$ cat src/rtl/pwm_dt_pkg.sv
package pwm_dt_pkg;

  typedef enum logic [2:0] {
    ST_OFF  = 3'd0,  // both off, awaiting first high-side request
    ST_HS   = 3'd1,  // high side on
    ST_WSW  = 3'd2,  // both off, awaiting switch node low
    ST_LS   = 3'd3,  // low side on
    ST_WLG  = 3'd4   // both off, awaiting low-side gate low
  } dt_state_e;

  function automatic int unsigned max3(int unsigned a, int unsigned b, int unsigned c);
    int unsigned m;
    m = (a > b) ? a : b;
    return (m > c) ? m : c;
  endfunction

endpackage

$ cat src/rtl/pwm_dt_period.sv
module pwm_dt_period #(
  parameter int unsigned PER_0  = 166,
  parameter int unsigned PER_1  = 83,
  parameter int unsigned PER_2  = 50,
  parameter int unsigned DUTY_W = 8
) (
  input  logic              clk_i,
  input  logic              rst_ni,
  input  logic [1:0]        freq_sel_i,
  input  logic [DUTY_W-1:0] duty_i,
  output logic              pwm_o
);
  localparam int unsigned PER_MAX = pwm_dt_pkg::max3(PER_0, PER_1, PER_2);
  localparam int unsigned CNT_W   = $clog2(PER_MAX + 1);
  localparam int unsigned CMP_W   = ((CNT_W > DUTY_W) ? CNT_W : DUTY_W) + 1;

  logic [CNT_W-1:0] last_tab  [4];
  logic [CNT_W-1:0] clamp_tab [4];

  // select codes 2 and 3 share the fastest period
  for (genvar g = 0; g < 4; g++) begin : g_tab
    localparam int unsigned PER = (g == 0) ? PER_0 : (g == 1) ? PER_1 : PER_2;
    assign last_tab[g]  = CNT_W'(PER - 1);
    assign clamp_tab[g] = CNT_W'(PER - PER / 20);
  end

  logic [CNT_W-1:0] cnt_q, last_q, on_q;
  logic [CNT_W-1:0] last_sel, clamp_sel, on_nxt, cnt_inc;
  logic [CMP_W-1:0] duty_ext, clamp_ext;
  logic             wrap;

  always_comb begin
    last_sel  = last_tab[freq_sel_i];
    clamp_sel = clamp_tab[freq_sel_i];
    duty_ext  = CMP_W'(duty_i);
    clamp_ext = CMP_W'(clamp_sel);
    on_nxt    = (duty_ext > clamp_ext) ? clamp_sel : CNT_W'(duty_i);
    cnt_inc   = cnt_q + 1'b1;
    wrap      = (cnt_q == last_q);
  end

  // period length and on-time are taken only at the boundary
  always_ff @(posedge clk_i or negedge rst_ni) begin
    if (!rst_ni) begin
      cnt_q  <= '0;
      last_q <= CNT_W'(PER_0 - 1);
      on_q   <= '0;
      pwm_o  <= 1'b0;
    end else if (wrap) begin
      cnt_q  <= '0;
      last_q <= last_sel;
      on_q   <= on_nxt;
      pwm_o  <= (on_nxt != '0);
    end else begin
      cnt_q <= cnt_inc;
      if (cnt_inc == on_q) pwm_o <= 1'b0;
    end
  end

endmodule

$ cat src/rtl/pwm_dt_tmo.sv
module pwm_dt_tmo #(
  parameter int unsigned TMO_W = 8
) (
  input  logic             clk_i,
  input  logic             rst_ni,
  input  logic             clr_i,
  input  logic             run_i,
  input  logic [TMO_W-1:0] limit_i,
  output logic             expired_o
);
  logic [TMO_W-1:0] tmr_q;

  // loads 1 on entry so the first waiting clock already counts
  always_ff @(posedge clk_i or negedge rst_ni) begin
    if (!rst_ni)                      tmr_q <= '0;
    else if (clr_i)                   tmr_q <= TMO_W'(1);
    else if (run_i && (tmr_q != '1))  tmr_q <= tmr_q + 1'b1;
  end

  assign expired_o = (tmr_q >= limit_i);

endmodule

$ cat src/rtl/pwm_dt_fsm.sv
module pwm_dt_fsm
  import pwm_dt_pkg::*;
(
  input  logic clk_i,
  input  logic rst_ni,
  input  logic en_i,
  input  logic pwm_i,
  input  logic sw_low_i,
  input  logic lg_low_i,
  input  logic expired_i,
  output logic wait_enter_o,
  output logic wait_run_o,
  output logic hdrv_o,
  output logic ldrv_o
);
  dt_state_e st_q, st_d;

  always_comb begin
    st_d = st_q;
    if (!en_i) begin
      st_d = ST_OFF;
    end else begin
      unique case (st_q)
        ST_OFF: if (pwm_i && lg_low_i)          st_d = ST_HS;
        ST_HS:  if (!pwm_i)                     st_d = ST_WSW;
        ST_WSW: if (sw_low_i || expired_i)      st_d = ST_LS;
        ST_LS:  if (pwm_i)                      st_d = ST_WLG;
        ST_WLG: begin
          if (!pwm_i)        st_d = ST_LS;   // request gone: skip this pulse
          else if (lg_low_i) st_d = ST_HS;
        end
        default:                                st_d = ST_OFF;
      endcase
    end
  end

  always_ff @(posedge clk_i or negedge rst_ni) begin
    if (!rst_ni) st_q <= ST_OFF;
    else         st_q <= st_d;
  end

  assign wait_enter_o = (st_d == ST_WSW) && (st_q != ST_WSW);
  assign wait_run_o   = (st_q == ST_WSW);
  assign hdrv_o       = (st_q == ST_HS);
  assign ldrv_o       = (st_q == ST_LS);

endmodule

$ cat src/rtl/pwm_adaptive_dt.sv
module pwm_adaptive_dt #(
  parameter int unsigned PER_0  = 166,
  parameter int unsigned PER_1  = 83,
  parameter int unsigned PER_2  = 50,
  parameter int unsigned DUTY_W = 8,
  parameter int unsigned TMO_W  = 8
) (
  input  logic              clk_i,
  input  logic              rst_ni,
  input  logic              en_i,
  input  logic [1:0]        freq_sel_i,
  input  logic [DUTY_W-1:0] duty_i,
  input  logic [TMO_W-1:0]  sw_tmo_i,
  input  logic              sw_low_i,
  input  logic              lg_low_i,
  output logic              hdrv_o,
  output logic              ldrv_o
);
  logic pwm, expired, wait_enter, wait_run;

  pwm_dt_period #(
    .PER_0 (PER_0),
    .PER_1 (PER_1),
    .PER_2 (PER_2),
    .DUTY_W(DUTY_W)
  ) u_period (
    .clk_i     (clk_i),
    .rst_ni    (rst_ni),
    .freq_sel_i(freq_sel_i),
    .duty_i    (duty_i),
    .pwm_o     (pwm)
  );

  pwm_dt_tmo #(
    .TMO_W(TMO_W)
  ) u_tmo (
    .clk_i    (clk_i),
    .rst_ni   (rst_ni),
    .clr_i    (wait_enter),
    .run_i    (wait_run),
    .limit_i  (sw_tmo_i),
    .expired_o(expired)
  );

  pwm_dt_fsm u_fsm (
    .clk_i       (clk_i),
    .rst_ni      (rst_ni),
    .en_i        (en_i),
    .pwm_i       (pwm),
    .sw_low_i    (sw_low_i),
    .lg_low_i    (lg_low_i),
    .expired_i   (expired),
    .wait_enter_o(wait_enter),
    .wait_run_o  (wait_run),
    .hdrv_o      (hdrv_o),
    .ldrv_o      (ldrv_o)
  );

endmodule

$ cat config.mk
export PLATFORM = sky130hd
export DESIGN_NAME = pwm_adaptive_dt
export DESIGN_NICKNAME = d
export VERILOG_FILES = /design/src/rtl/pwm_dt_pkg.sv /design/src/rtl/pwm_dt_period.sv /design/src/rtl/pwm_dt_tmo.sv /design/src/rtl/pwm_dt_fsm.sv /design/src/rtl/pwm_adaptive_dt.sv
export SDC_FILE = /design/constraint.sdc
export NUM_CORES = 1
export LEC_CHECK = 0
export CAP_MARGIN = 20
export CELL_PAD_IN_SITES_DETAIL_PLACEMENT = 0
export CELL_PAD_IN_SITES_GLOBAL_PLACEMENT = 1
export CORE_MARGIN = 5
export CORE_UTILIZATION = 43
export DETAILED_ROUTE_END_ITERATION = 10
export PLACE_DENSITY = 0.79
export SYNTH_ARGS = -nofsm -noshare
export SYNTH_HDL_FRONTEND = slang
export SYNTH_SLANG_ARGS = --single-unit
$ cat constraint.sdc
create_clock -name clk_i -period 2.3 [get_ports clk_i]
set_input_delay 0.345 -clock clk_i [delete_from_list [all_inputs] [get_ports clk_i]]
set_output_delay 0.345 -clock clk_i [all_outputs]
set_load 0.02 [all_outputs]
== Yosys cells after proc, flatten, opt, wreduce, memory -nomap -nowiden ==
Index checks and enable logic that the tools add are counted.

* Output and inout port bits: 2
* Logic and storage cells: 49
* Register bits: 36

* Bitwise logic cells: 1
* $lt $le $gt $ge: 3
* $add $sub $neg: 2
* Reduce and logical (&&, ||, !) cells: 8
* Eq/ne operators: 9
* Mux-type cells: 20

{| class="wikitable"
|+ Operators by type and width
! operator !! number
|-
| 8-bit two-way mux || 8
|-
| 8-bit binary-select mux with 2-bit select || 2
|-
| 3-bit two-way mux || 7
|-
| 8-bit by 1-bit adder with 8-bit output (second input constant) || 2
|-
| 8-bit equality test || 2
|-
| 3-bit one-hot mux with 5 select lines || 1
|-
| 3-bit by 2-bit equality test with 1-bit output (second input constant) || 3
|-
| 8-bit greater-or-equal comparator || 1
|-
| 8-bit > comparator || 1
|-
| 8-bit != test (second input constant) || 1
|-
| 8-bit nonzero test || 1
|-
| 2-bit nonzero test || 2
|-
| 3-bit by 1-bit equality test with 1-bit output (second input constant) || 1
|-
| 3-bit equality test (second input constant) || 1
|-
| 3-bit greater-or-equal comparator (second input constant) || 1
|-
| 1-bit logical AND || 3
|-
| 3-bit logical NOT || 1
|-
| 3-bit by 2-bit != test with 1-bit output (second input constant) || 1
|-
| 2-bit inverter with 3-bit output || 1
|-
| 1-bit two-way mux || 2
|-
| 1-bit logical OR || 1
|}

== Depth between registers and ports, before layout ==
* Word-level depth: 8
* Gate-level depth with buffers: 11

== By module ==
From an unflattened synthesis, not the netlist that was laid out.

* Cells, all modules: 258
* Area, all modules: 2368.5 um^2

{| class="wikitable"
|+ By module, submodules not included
! module !! area an instance (um^2) !! times used !! cells each
|-
| pwm_dt_period || 1418.9 || 1 || 157
|-
| pwm_dt_tmo || 645.6 || 1 || 70
|-
| pwm_dt_fsm || 304.0 || 1 || 31
|}

== Least setup slack after synthesis ==
Ideal clock, no wire load.

* Path kind: input -> register
* From: in freq_sel_i[1]
* To: reg u_period.on_q[5]
* Arrival time: 1829 ps
* Stages: 9
* Path slack: 348 ps
* Path through: nor2_1 > inv_1 > ha_1 > nand4_1 > or2_2 > o21ai_1 > buf_2 > mux2i_1 > a21oi_1

* Word-level cells in the longest chain between the ends: 6

{| class="wikitable"
|+ RTL lines
! what !! RTL line !! RTL
|-
| from (decl) || pwm_adaptive_dt.sv:11 || <nowiki>input logic [1:0] freq_sel_i,</nowiki>
|-
| 2-bit inverter with 3-bit output (not written as such) (*) || pwm_dt_period.sv:34 || <nowiki>clamp_sel = clamp_tab[freq_sel_i];</nowiki>
|-
| 8-bit binary-select mux with 2-bit select (*) || pwm_dt_period.sv:34 ||
|-
| 8-bit two-way mux (not written as such) (*) (2 in a row) || pwm_dt_period.sv:34 ||
|-
| 8-bit > comparator || pwm_dt_period.sv:37 || <nowiki>on_nxt = (duty_ext > clamp_ext) ? clamp_sel : CNT_W'(duty_i);</nowiki>
|-
| 8-bit two-way mux (*) || pwm_dt_period.sv:37 ||
|-
| to (signal assigned) || pwm_dt_period.sv:52 || <nowiki>on_q <= on_nxt;</nowiki>
|-
| to (decl) || pwm_dt_period.sv:27 || <nowiki>logic [CNT_W-1:0] cnt_q, last_q, on_q;</nowiki>
|}

Mark *: on every way between the ends. The rest lies on a longest branch, timed or not. The select of a mux whose other input is x is not followed.
A chain may end at the register's enable or synchronous reset.

== Worst setup path after layout ==
* From: in sw_tmo_i[0]
* To: reg u_tmo.tmr_q[7]

* Word-level cells in the longest chain between the ends: 8

{| class="wikitable"
|+ RTL lines
! what !! RTL line !! RTL
|-
| from (decl) || pwm_adaptive_dt.sv:13 || <nowiki>input logic [TMO_W-1:0] sw_tmo_i,</nowiki>
|-
| 8-bit greater-or-equal comparator (*) || pwm_dt_tmo.sv:20 || <nowiki>assign expired_o = (tmr_q >= limit_i);</nowiki>
|-
| 1-bit logical OR (*) || pwm_dt_fsm.sv:26 || <nowiki>ST_WSW: if (sw_low_i || expired_i) st_d = ST_LS;</nowiki>
|-
| 3-bit two-way mux (*) || pwm_dt_fsm.sv:26 ||
|-
| 3-bit one-hot mux with 5 select lines (*) || pwm_dt_fsm.sv:23 || <nowiki>unique case (st_q)</nowiki>
|-
| 3-bit two-way mux (*) || pwm_dt_fsm.sv:20 || <nowiki>if (!en_i) begin</nowiki>
|-
| 3-bit by 2-bit equality test with 1-bit output (*) || pwm_dt_fsm.sv:42 || <nowiki>assign wait_enter_o = (st_d == ST_WSW) && (st_q != ST_WSW);</nowiki>
|-
| 1-bit logical AND (*) || pwm_dt_fsm.sv:42 ||
|-
| 8-bit two-way mux or 2-bit nonzero test (tied branches) || n/a ||
|-
| to (signal assigned) || pwm_dt_tmo.sv:17 || <nowiki>else if (run_i && (tmr_q != '1)) tmr_q <= tmr_q + 1'b1;</nowiki>
|-
| to (decl) || pwm_dt_tmo.sv:11 || <nowiki>logic [TMO_W-1:0] tmr_q;</nowiki>
|}

Mark *: on every way between the ends. The rest lies on a longest branch, timed or not.

==> results.toml <==
[status]
status = "complete, no violations"

[final_layout]
area_growth_pct = 20.9
antennaDiodeCount = 0
drive_above_1_share_pct = 12.4
instances_no_fill = 345
nNetsFinal = 315

[yosys]
avgSynthCellArea_sq_um = 9.14
synth_fp_nets = 282
synth-edff-count = 0
ys_seq_area_share_pct = 36.5
muxShareOfSynthArea_pct = 3.29
dominantRegCellSynth = "dfrtp_1"
async_flop_share_pct = 100
netlist_top_cells_area = "dfrtp_1, ha_1, nor2_1"
synth_seq_cells = 32
synth_compound_area_share_pct = 13.6
synth_top_area_share_pct = 34.1
synth_xor_area_share_pct = 8.35
synth.distinct_cells = 51
synth_adder_area_share_pct = 10.2
syn_area_sq_um = 2200
synth-simple-area-share_pct = 22.0
synthCells = 241
yosys.area.top_type = "dfrtp_1"
synth_top_family_by_area = "simple AND/OR/NAND/NOR gates"
synth-warning-count = 0

[detailed_routing]
drt-pass1-iter-count = 4
wl_per_cell_um = 12.7
route.detailed.drc = 0
drtIter0Drc = 69
via_per_inst = 5.08
vias = 1753
wirelength_um = 4370
antenna_left = 0

[timing]
timing.final.crit_share_pct = 89.2
post-route-min-period_ns = 2.05
fmax_mhz = 488
rsz0062_at_grt = "false"
finalHoldViolations = 0
drv_slew = 0
setup_viol = 0
tightestPinTransition_ns = 0.557
finClkSkew_ns = 0.00795
max-slew-margin-rel_pct = 62.3

[global_route]
grt_pass1_wl_um = 7490
grt_antenna_before_repair = 0
grt_pass1_vias = 1639
grt_max_degree = 33
gr-total-overflow = 0
grt_use_total_pct = 14.4

[worst_hold_path]
hp-class = "input port to asynchronous set/reset pin"

[pwr]
power.density_nw_per_um2 = 454
peakVddDrop_mv = 0.294
power_mw = 1.21
leakagePower_nw = 1.10

[setup_path]
reg2reg_depth = 8
start_kind = "input port"
cp_max_fo = 7
cp.arrival_ns = 2.21
cp-end-kind = "flip-flop"
required_ns = 2.46
critPathKind = "input port to flip-flop"

[clocking]
htree_levels = 2
numClockSinks = 32
cts_root_buf = "clkbuf_8"
cts_hold_buf = 0
numCtsBuffers = 5
clk_latency_ns = 0.28
cts_tree = "yes"
clkSlewWorstSetupHoldPaths_ns = 0.07
clk_path_buf_depth = 2

[die]
coreArea_sq_um = 5040
rows = 26
die_w_um = 81.6
initial_utilization_pct = 43.7
die_area_sq_um = 6660
ios = 25
die_y_um = 81.6

[placement]
gp_congestion = 0.796
portBuffers = 24
dp_hpwl_um = 3330
place_inst = 337

[run]
cap_violations = 0
## critical path, cell delays in order
cell and delay [ns]:
clkdlybuf4s50_1 0.41, ha_1 0.29, nand2b_1 0.14, a21o_1 0.18, a211oi_1 0.24, o311ai_1 0.19, a31oi_4 0.34, nor2_1 0.08
## layer usage
layer  routed length, um  up-vias  global-route usage [%]
met3                 112        4                    2.96
li1                    -      914                       -
met5                   0        -                       0
met4                  44        0                    3.99
met1                2230      813                    20.4
met2                1980       22                    22.3
## Yosys cell counts (2+ instances only)
cell      instances
dfrtp_1          30
nor3b_2           2
inv_1            15
mux2_1            2
buf_2             6
nor2_1           35
or2_2             2
xnor2_1           8
and3_4            2
a211oi_1          2
nor3_1            5
a31oi_1           2
ha_1             18
mux2i_1           5
o22ai_1           2
a211o_1           2
nand4_1           7
o21ai_0           5
nand3_1           5
nor2b_1           4
buf_6             3
and3_1            4
o21a_1            2
xor2_1           13
nand2_1          16
o21ai_1           2
buf_4             2
a21oi_1          13
nor4_1            4
dfstp_2           2
## metrics by stage
stage	area, sq um	hold slack, ns	utilization [%]	setup TNS [ns]	worst slack [ns]
finish	2660	0.450	52.8	0	0.249
global route	2660	0.503	52.8	0	0.104
floorplan	2200	0.0494	-	0	0.348
detailed placement	2560	0.514	50.7	-1.37	-0.159
global placement	2560	0.510	50.7	-0.708	-0.0994
CTS	2660	0.467	52.7	0	0.144
## repair_timing
item / in CTS / in global routing
resized for setup: 0 / 3
endpoints found under the setup margin: 0 / 6
buffers inserted: 0 / 0
endpoints found under the hold margin: 0 / 0
## state kept, by name, summed over array words and instances (netlist names)
register	cells
u_period.cnt_q	8
u_period.on_q	8
u_period.last_q	4
u_fsm.st_q	3
u_period.pwm_o	1
u_tmo.tmr_q	8
## area by class of cell
class                           instances  area [sq um]
Tap cell                               70          87.6
Clock buffer                            8           100
Sequential cell                        32           803
Fill cell                             489          2380
Timing Repair Buffer                   37           340
Multi-Input combinational cell        183          1280
Inverter                               15          56.3
## cell families (layout without fill, tap and decap cells)
| group | Yosys count | after routing |
|---|---|---|
| mux | 7 | 7 |
| fa+ha+maj | 18 | 18 |
| simple gates | 94 | 94 |
| flops | 32 | 32 |
| compound gates | 43 | 43 |
| xor+xnor | 21 | 21 |
| buf+inv | 26 | 60 |
## path summary, 6_finish.rpt
kind	from	to	slack, ns
min in group clk_i	freq_sel_i[1]	u_period.on_q[5]	0.50
max in group asynchronous	rst_ni	u_period.last_q[5]	1.52
hold reg to reg	u_period.last_q[5]	u_period.last_q[5]	0.53
setup / recovery	sw_tmo_i[0]	u_tmo.tmr_q[7]	0.25
hold / removal	rst_ni	u_period.cnt_q[0]	0.45
setup reg to reg	u_tmo.tmr_q[0]	u_tmo.tmr_q[7]	0.29
## cell usage in the layout, fill, tap and decap left out, drive strengths merged, types with 2 or more instances in the layout
cell type	netlist	layout
dfrtp	30	30
a31oi	3	3
xnor2	8	8
a21oi	13	13
nand2	16	16
ha	18	18
and3	6	6
o22ai	2	2
nand3	6	6
or2	3	3
buf	11	13
nor2	35	35
clkdlybuf4s50	0	23
nor3b	3	3
nand4	7	7
xor2	13	13
dfstp	2	2
o311ai	2	2
o21a	3	3
clkbuf	0	8
nor3	5	5
nor2b	4	4
o21ai	8	8
nor4	5	5
a211o	2	2
a211oi	2	2
inv	15	15
mux2i	5	5
mux2	2	2
## report_power, final
group	switching (mW)	internal, mW
registers	0.00363	0.567
clock network	0.194	0.273
logic	0.0788	0.0928
(Power assumes the default switching activity.)
